## src/rtl/pwmt_pkg.sv

```systemverilog
package pwmt_pkg;

  typedef struct packed {
    logic start;
    logic load;
    logic inv;
    logic arl;
  } pwmt_ctl_t;

  // Channel whose auto-reload flag is displaced and which lacks an invert flag
  localparam int unsigned PWMT_SHORT_CH = 4;

  function automatic int unsigned pwmt_nibble(input int unsigned ch);
    return (ch == 0) ? 0 : ch + 1;
  endfunction

  function automatic int unsigned pwmt_arl_pos(input int unsigned ch);
    return (ch == PWMT_SHORT_CH) ? 2 : 3;
  endfunction

endpackage

```

## src/rtl/pwmt_ctl_decode.sv

```systemverilog
module pwmt_ctl_decode
  import pwmt_pkg::*;
#(
  parameter int unsigned NUM_CH = 5,
  localparam int unsigned CTL_W = 4 * (NUM_CH + 1)
) (
  input  logic [CTL_W-1:0]             ctl_word_i,
  output pwmt_ctl_t [NUM_CH-1:0]       ctl_o
);

  for (genvar c = 0; c < NUM_CH; c++) begin : g_dec
    localparam int unsigned BASE = 4 * pwmt_nibble(c);
    localparam int unsigned ARLB = BASE + pwmt_arl_pos(c);
    assign ctl_o[c].start = ctl_word_i[BASE];
    assign ctl_o[c].load  = ctl_word_i[BASE+1];
    assign ctl_o[c].arl   = ctl_word_i[ARLB];
    if (c == PWMT_SHORT_CH) begin : g_noinv
      assign ctl_o[c].inv = 1'b0;
    end else begin : g_inv
      assign ctl_o[c].inv = ctl_word_i[BASE+2];
    end
  end

  // Reserved bits are collected here so they are visibly discarded
  logic [CTL_W-1:0] used_m;
  logic [CTL_W-1:0] unused_rsv;
  always_comb begin
    used_m = '0;
    for (int unsigned c = 0; c < NUM_CH; c++) begin
      used_m[4*pwmt_nibble(c) +: 3] = 3'b111;
      if (c != PWMT_SHORT_CH) used_m[4*pwmt_nibble(c)+3] = 1'b1;
    end
    unused_rsv = ctl_word_i & ~used_m;
  end

endmodule

```

## src/rtl/pwmt_outstage.sv

```systemverilog
module pwmt_outstage #(
  parameter int unsigned CNT_W = 16
) (
  input  logic [CNT_W-1:0] cnt_i,
  input  logic [CNT_W-1:0] cmp_i,
  input  logic             inv_i,
  output logic             pin_o
);

  logic duty_act;

  always_comb begin
    duty_act = (cmp_i == {CNT_W{1'b1}}) || (cnt_i > cmp_i);
    pin_o    = inv_i ? duty_act : ~duty_act;
  end

endmodule

```

## src/rtl/pwmt_channel.sv

```systemverilog
module pwmt_channel
  import pwmt_pkg::*;
#(
  parameter int unsigned CNT_W = 16
) (
  input  logic             clk,
  input  logic             rst_n,
  input  logic             tick_i,
  input  pwmt_ctl_t        ctl_i,
  input  logic             cnt_we_i,
  input  logic             cmp_we_i,
  input  logic [CNT_W-1:0] wdata_i,
  output logic             pwm_o,
  output logic             uf_o,
  output logic             run_o,
  output logic [CNT_W-1:0] cnt_o
);

  logic [CNT_W-1:0] cnt_buf, cmp_buf;
  logic [CNT_W-1:0] cnt_q, cmp_q;
  logic             stop_q;
  logic             uf_q;
  logic             at_zero;
  logic             running;

  assign at_zero = (cnt_q == '0);
  assign running = ctl_i.start & ~stop_q;

  always_ff @(posedge clk or negedge rst_n) begin
    if (!rst_n) begin
      cnt_buf <= '0;
      cmp_buf <= '0;
      cnt_q   <= '0;
      cmp_q   <= '0;
      stop_q  <= 1'b0;
      uf_q    <= 1'b0;
    end else begin
      if (cnt_we_i) cnt_buf <= wdata_i;
      if (cmp_we_i) cmp_buf <= wdata_i;
      uf_q <= 1'b0;
      if (!ctl_i.start) stop_q <= 1'b0;
      if (ctl_i.load) begin
        cnt_q  <= cnt_buf;
        cmp_q  <= cmp_buf;
        stop_q <= 1'b0;
      end else if (running && tick_i) begin
        if (at_zero) begin
          uf_q <= 1'b1;
          if (ctl_i.arl) begin
            cnt_q <= cnt_buf;
            cmp_q <= cmp_buf;
          end else begin
            stop_q <= 1'b1;
          end
        end else begin
          cnt_q <= cnt_q - 1'b1;
        end
      end
    end
  end

  pwmt_outstage #(.CNT_W(CNT_W)) u_out (
    .cnt_i (cnt_q),
    .cmp_i (cmp_q),
    .inv_i (ctl_i.inv),
    .pin_o (pwm_o)
  );

  assign uf_o  = uf_q;
  assign run_o = running;
  assign cnt_o = cnt_q;

endmodule

```

## src/rtl/pwmt_bank.sv

```systemverilog
module pwmt_bank
  import pwmt_pkg::*;
#(
  parameter int unsigned NUM_CH = 5,
  parameter int unsigned CNT_W  = 16,
  localparam int unsigned CTL_W = 4 * (NUM_CH + 1),
  localparam int unsigned SEL_W = $clog2(NUM_CH)
) (
  input  logic              clk,
  input  logic              rst_n,
  input  logic [NUM_CH-1:0] tick_i,
  input  logic              ctl_we_i,
  input  logic [CTL_W-1:0]  ctl_wdata_i,
  input  logic [SEL_W-1:0]  buf_sel_i,
  input  logic              cnt_we_i,
  input  logic              cmp_we_i,
  input  logic [CNT_W-1:0]  buf_wdata_i,
  output logic [NUM_CH-1:0] pwm_o,
  output logic [NUM_CH-1:0] uf_o,
  output logic [NUM_CH-1:0] run_o
);

  logic [CTL_W-1:0]                ctl_q;
  pwmt_ctl_t [NUM_CH-1:0]          ctl_w;
  logic [NUM_CH-1:0][CNT_W-1:0]    cnt_w;

  always_ff @(posedge clk or negedge rst_n) begin
    if (!rst_n) ctl_q <= '0;
    else if (ctl_we_i) ctl_q <= ctl_wdata_i;
  end

  pwmt_ctl_decode #(.NUM_CH(NUM_CH)) u_dec (
    .ctl_word_i (ctl_q),
    .ctl_o      (ctl_w)
  );

  for (genvar c = 0; c < NUM_CH; c++) begin : g_ch
    logic hit;
    assign hit = (buf_sel_i == SEL_W'(c));
    pwmt_channel #(.CNT_W(CNT_W)) u_chan (
      .clk      (clk),
      .rst_n    (rst_n),
      .tick_i   (tick_i[c]),
      .ctl_i    (ctl_w[c]),
      .cnt_we_i (cnt_we_i & hit),
      .cmp_we_i (cmp_we_i & hit),
      .wdata_i  (buf_wdata_i),
      .pwm_o    (pwm_o[c]),
      .uf_o     (uf_o[c]),
      .run_o    (run_o[c]),
      .cnt_o    (cnt_w[c])
    );
  end

endmodule

```

## config.mk

```make
export PLATFORM = sky130hd
export DESIGN_NAME = pwmt_bank
export DESIGN_NICKNAME = d
export VERILOG_FILES = /design/src/rtl/pwmt_pkg.sv /design/src/rtl/pwmt_ctl_decode.sv /design/src/rtl/pwmt_outstage.sv /design/src/rtl/pwmt_channel.sv /design/src/rtl/pwmt_bank.sv
export SDC_FILE = /design/constraint.sdc
export NUM_CORES = 1
export LEC_CHECK = 0
export ABC_AREA = 1
export CAP_MARGIN = 20
export CORE_UTILIZATION = 45
export CTS_CLUSTER_DIAMETER = 100
export DETAILED_ROUTE_END_ITERATION = 16
export MAX_ROUTING_LAYER = met4
export PLACE_DENSITY = 0.68
export SETUP_SLACK_MARGIN = 0.15
export SLEW_MARGIN = 30
export SYNTH_ARGS = -nofsm -noshare
export SYNTH_HDL_FRONTEND = slang
export SYNTH_HIERARCHICAL = 1
export SYNTH_SLANG_ARGS = --single-unit
export TNS_END_PERCENT = 10
```

## constraint.sdc

```tcl
create_clock -name clk -period 2 [get_ports clk]
set_input_delay 0.5 -clock clk [delete_from_list [all_inputs] [get_ports clk]]
set_output_delay 0.5 -clock clk [all_outputs]
set_load 0.05 [all_outputs]
```

# Yosys cells after proc, flatten, opt, wreduce, memory -nomap -nowiden
# Index checks and enable logic that the tools add are counted.
[classes]
bitwise_logic = 25
magnitude_cmp = 5
n_addsub = 5
n_reduce_logical = 41
muxes = 84
n_eq_ne = 14
[op_table]
columns = ["cell", "n"]
rows = [
  ["$mux W16", 40],
  ["$eq A16 B16 Y1 const B", 5],
  ["$gt A16 B16 Y1", 5],
  ["$logic_not A16 Y1", 5],
  ["$sub A16 B1 Y16 const B", 5],
  ["$mux W1", 44],
  ["$reduce_bool A2 Y1", 15],
  ["$and A1 B1 Y1", 15],
  ["$ne A3 B3 Y1 const B", 5],
  ["$reduce_and A3 Y1", 5],
  ["$not A1 Y1", 10],
  ["$reduce_and A2 Y1", 5],
  ["$eq A3 B2 Y1 const B", 2],
  ["$logic_and A1 B1 Y1", 5],
  ["$logic_or A1 B1 Y1", 5],
  ["$eq A3 B1 Y1 const B", 1],
  ["$eq A3 B3 Y1 const B", 1],
  ["$logic_not A3 Y1", 1],
]
[word_totals]
inputBits = 53
output_inout_bits = 15
register_bits = 353

# Depth between registers and ports, before layout
[depth]
depth_word = 5
ltp_mapped = 15
depth_no_buf = 15

# Cells and area by module
# Netlist, hierarchy kept.
[by_module_without_submodules]
columns = ["module", "cells_per_inst", "seq_area_each_um2", "instances", "area_per_inst_um2"]
rows = [
  ["pwmt_channel", 384, 1651.6, 5, 3269.4],
  ["pwmt_outstage at g_ch[0].u_chan.u_out ...", 83, 0.0, 3, 491.7],
  ["pwmt_bank", 122, 600.6, 1, 1048.5],
  ["pwmt_outstage at g_ch[3].u_chan.u_out ...", 82, 0.0, 2, 506.7],
  ["pwmt_ctl_decode", 21, 0.0, 1, 153.9],
]

# Least setup slack after synthesis
# No wires, ideal clock.
[synth_path]
kind = "register to output"
start = "reg g_ch[0].u_chan.cnt_q[9]"
end = "out pwm_o[0]"
stages_incl_launch_ff = 11
t_arrival_ns = 1.584
setup_slack_ns = -0.084
path_buffers = 0
cell_sequence = "dfrtp_1 > ha_1 > nand2_1 > nand2_1 > nand3_1 > nand2_1 > a21oi_1 > nand2_1 > nand2_1 > nand3_1 > nand2_1"
[synth_via]
elab_chain_cells = 4
[synth_rtl]
columns = ["element", "line_no", "text"]
rows = [
  ["start: declaration", "pwmt_channel.sv:20", "logic [CNT_W-1:0] cnt_q, cmp_q;"],
  ["start signal: assignment", "pwmt_channel.sv:43", "cnt_q <= cnt_buf;"],
  ["start signal: assignment", "pwmt_channel.sv:50", "cnt_q <= cnt_buf;"],
  ["start signal: assignment", "pwmt_channel.sv:56", "cnt_q <= cnt_q - 1'b1;"],
  ["$gt A16 B16 Y1 (*)", "pwmt_outstage.sv:13", "duty_act = (cmp_i == {CNT_W{1'b1}}) || (cnt_i > cmp_i);"],
  ["$logic_or A1 B1 Y1 (*)", "pwmt_outstage.sv:13", ""],
  ["$not A1 Y1", "pwmt_outstage.sv:14", "pin_o = inv_i ? duty_act : ~duty_act;"],
  ["$mux W1 (*)", "pwmt_outstage.sv:14", ""],
  ["end: declaration", "pwmt_bank.sv:18", "output logic [NUM_CH-1:0] pwm_o,"],
]
# Mark *: on every way between the ends. The rest lies on a longest branch, timed or not.

# Worst setup path in the final report
[layout_path]
start = "reg g_ch[3].u_chan.cmp_q[5]"
end = "out pwm_o[3]"
[layout_via]
elab_chain_cells = 4
word_cells_on_any_way = 5
cone_classes = "order compare (1); eq/ne (1); mux (1); bitwise (1); reduce/logical (1)"
[layout_rtl]
columns = ["element", "line_no", "text"]
rows = [
  ["start: declaration", "pwmt_channel.sv:20", ""],
  ["start signal: assignment", "pwmt_channel.sv:44", "cmp_q <= cmp_buf;"],
  ["start signal: assignment", "pwmt_channel.sv:51", "cmp_q <= cmp_buf;"],
  ["$gt A16 B16 Y1 or $eq A16 B16 Y1 (tied branches)", "pwmt_outstage.sv:13", ""],
  ["$logic_or A1 B1 Y1 (*)", "pwmt_outstage.sv:13", ""],
  ["$not A1 Y1", "pwmt_outstage.sv:14", ""],
  ["$mux W1 (*)", "pwmt_outstage.sv:14", ""],
]
# Marked as above.

==> run_results.csv <==
group,metric,value,unit
clock_tree,htreeDepth,2,
clock_tree,cts_sinks,349,
layout,diodes,0,
grt,grt_pass1_vias,16578,
timing,rsz0062_at_grt,"true",
grt,grt_pass1_wl,83900,um
die,die_area,0.0449,mm2
die,top_level_ports,68,
layout,final_area,0.0254,mm2
clock_tree,cts_tree,"built",
clock_tree,clk_pin_slew,0.06,ns
run_status,violations,"setup timing",
detailed_routing,wl_per_cell,15.5,um
layout,final_core_util,58.8,%
die,die_w,212,um
power,p_switching,11.4,mW
power,swShare,36.8,%
place,hpwlAfterDp,36200,um
timing,setup_ws,-0.724,ns
timing,slew_viol_final,0,
timing,final-setup-viol-count,5,
setup_path,critPathSlowestCell,"dfrtp_1",
power,power_frac_clock,24.9,%
die,start_util,45.9,%
layout,syn2layout_area_growth,28.2,%
synthesis,avgSynthCellArea,8.08,um2
power,seqPwrFrac,32.2,%
grt,antenna_found_initial,0,
clock_tree,cts_inserted_buffers,40,
clock_tree,cts-root-buf,"clkbuf_16",
setup_path,arrival,2.22,ns
place,dpl-instance-area,0.0230,mm2
detailed_routing,first_iter_violations,1229,
timing,whs,0.386,ns
timing,fin_skew,0.0218,ns
detailed_routing,via_per_inst,5.01,
detailed_routing,drtPass1Iterations,6,
timing,period_needed,2.72,ns
synthesis,mappedNetlistArea,0.0198,mm2
setup_path,cp_max_fo,2,
timing,worstMarginPinSlew,0.505,ns
place,gp_congestion,0.896,
setup_path,crit_chain,"inv_2 > ha_4 > a21oi_4 > nor2_1 > nor2_1 > nand2_2 > nand2_2 > nand2_2 > nand2_2 > nand2_2 > nand2_2 > nand2_4 > buf_12",
layout,drive_above_1_share,29.3,%
setup_path,critical_path.max_stage_delay,0.38,ns
layout,mostFrequentLayoutCells,"645 x nand2_1, 342 x dfrtp_1, 288 x inv_1",
grt,grt_max_degree,60,
power,power.leakage,12.3,nW
setup_path,path_class,"reg -> out",
die,design.core.area,0.0433,mm2
grt,overflow,0,
setup_path,cp_data_required_time,1.50,ns
power,ir_worst_vdd,0.838,mV
power,p_int,19.5,mW
job,maxCapViolations,0,
timing,finalHoldViolCount,0,
timing,maxSlewHeadroom,66.3,%
detailed_routing,route.detailed.drc,0,
synthesis,netlist_instances,2456,
power,combPwrFrac,42.8,%
setup_path,r2r-end,"g_ch[2].u_chan/cmp_q[3]",
clock_tree,clock_latency,0.57,ns
layout,layout_commonest_cell,"nand2_1",
timing,fmaxAchievable,0.367,GHz
timing,fin_crit_sh,136,%
run_status,status,"finished, violations left",
setup_path,critPathMostFrequentCell,"nand2_2",
detailed_routing,ant_nets,0,
synthesis,synthesis.nets,2599,
grt,grtUsageTotal,24.3,%
detailed_routing,num_vias,16887,
setup_path,ff2ff_setup_slack,0.10,ns
setup_path,end_kind,"output pin",
synthesis,ys_warn_count,6,
layout,final_nets,2898,
worst_hold_path,min_path_type,"in -> async",
die,rows,76,
clock_tree,clock_path_buffers,3,
place,port_buffers,62,
detailed_routing,wl,52200,um
setup_path,reg2reg_from,"g_ch[2].u_chan/cnt_o[1]",
setup_path,critPathLaunchType,"register",
setup_path,rr_worst_depth,12,
die,die_h,212,um
power,power_density,1210,mW/mm2
[worst max-delay path by stage]
stage	from	endpoint	depth (start not counted)
2_1_floorplan	g_ch[3].u_chan/cmp_q[7]	pwm_o[3]	11
3_3_place_gp	g_ch[2].u_chan/cnt_o[1]	pwm_o[2]	14
4_1_cts	g_ch[3].u_chan/cnt_o[5]	pwm_o[3]	12
5_1_grt	g_ch[3].u_chan/cnt_o[3]	pwm_o[3]	14
3_5_place_dp	g_ch[3].u_chan/cnt_o[5]	pwm_o[3]	12
6_report	g_ch[3].u_chan/cmp_q[5]	pwm_o[3]	13
[power by group through the flow]
stage,Clock (mW),Combinational [mW],Sequential [mW]
2_1_floorplan,0,7.02,10.2
3_3_place_gp,0,11.3,9.92
3_5_place_dp,0,11.8,9.97
4_1_cts,7.87,12.1,9.91
5_1_grt,8.14,14.7,10.2
6_report,7.70,13.2,9.96
[registers in the layout, summed over array words and instances, names as in the netlist]
register,cells
g_ch.u_chan/cmp_buf,80
g_ch.u_chan/cnt_buf,80
g_ch.u_chan/cnt_o,80
g_ch.u_chan/cmp_q,80
g_ch.u_chan/stop_q,5
g_ch.u_chan/uf_o,5
ctl_q,19
[timing repair]
item | 4_1_cts | 5_1_grt
gates cloned | 0 | 2
pin swaps | 17 | 73
hold buffers | 1 | 0
endpoints found under the setup margin | 30 | 136
gates resized for setup | 57 | 146
endpoints found under the hold margin | 20 | 0
setup buffers | 2 | 22
[through the flow]
| stage | power, mW | cells | setup TNS (ns) | setup WS, ns |
|---|---|---|---|---|
| 3_5_place_dp | 21.7 | 3271 | -3.45 | -0.179 |
| 6_report | 30.9 | 3371 | -3.28 | -0.724 |
| 4_1_cts | 29.9 | 3347 | -3.44 | -0.750 |
| 3_3_place_gp | 21.3 | 3271 | -1.74 | -0.142 |
| 5_1_grt | 33.0 | 3371 | -3.84 | -0.845 |
| 2_1_floorplan | 17.2 | 2456 | 0 | 0.0972 |
[metal layers]
layer  global-route usage [%]  share of wire (%)  up-vias
met3                     2.92                5.1       74
li1                         -                  -     8356
met1                     32.5                 46     8071
met2                     38.9                 47      386
met4                     7.22                2.2        0
met5                        -                  0        -
[final cells by class]
cell class / instances / area, um2
fill: 3743 / 17800
timing repair buffer: 351 / 3240
inverter: 344 / 1310
clock buffer: 54 / 1140
sequential: 349 / 8740
multi-input combinational: 1669 / 10000
clock inverter: 19 / 240
tap: 585 / 732
[critical path: cells and delay by family, from the launching register on]
kind | cells | cell delay [ns]
buf+inv | 2 | 0.21
fa+ha+maj | 1 | 0.21
flops | 1 | 0.38
compound gates | 1 | 0.16
simple gates | 9 | 0.68
No activity file was read; power rests on OpenSTA's default activity.
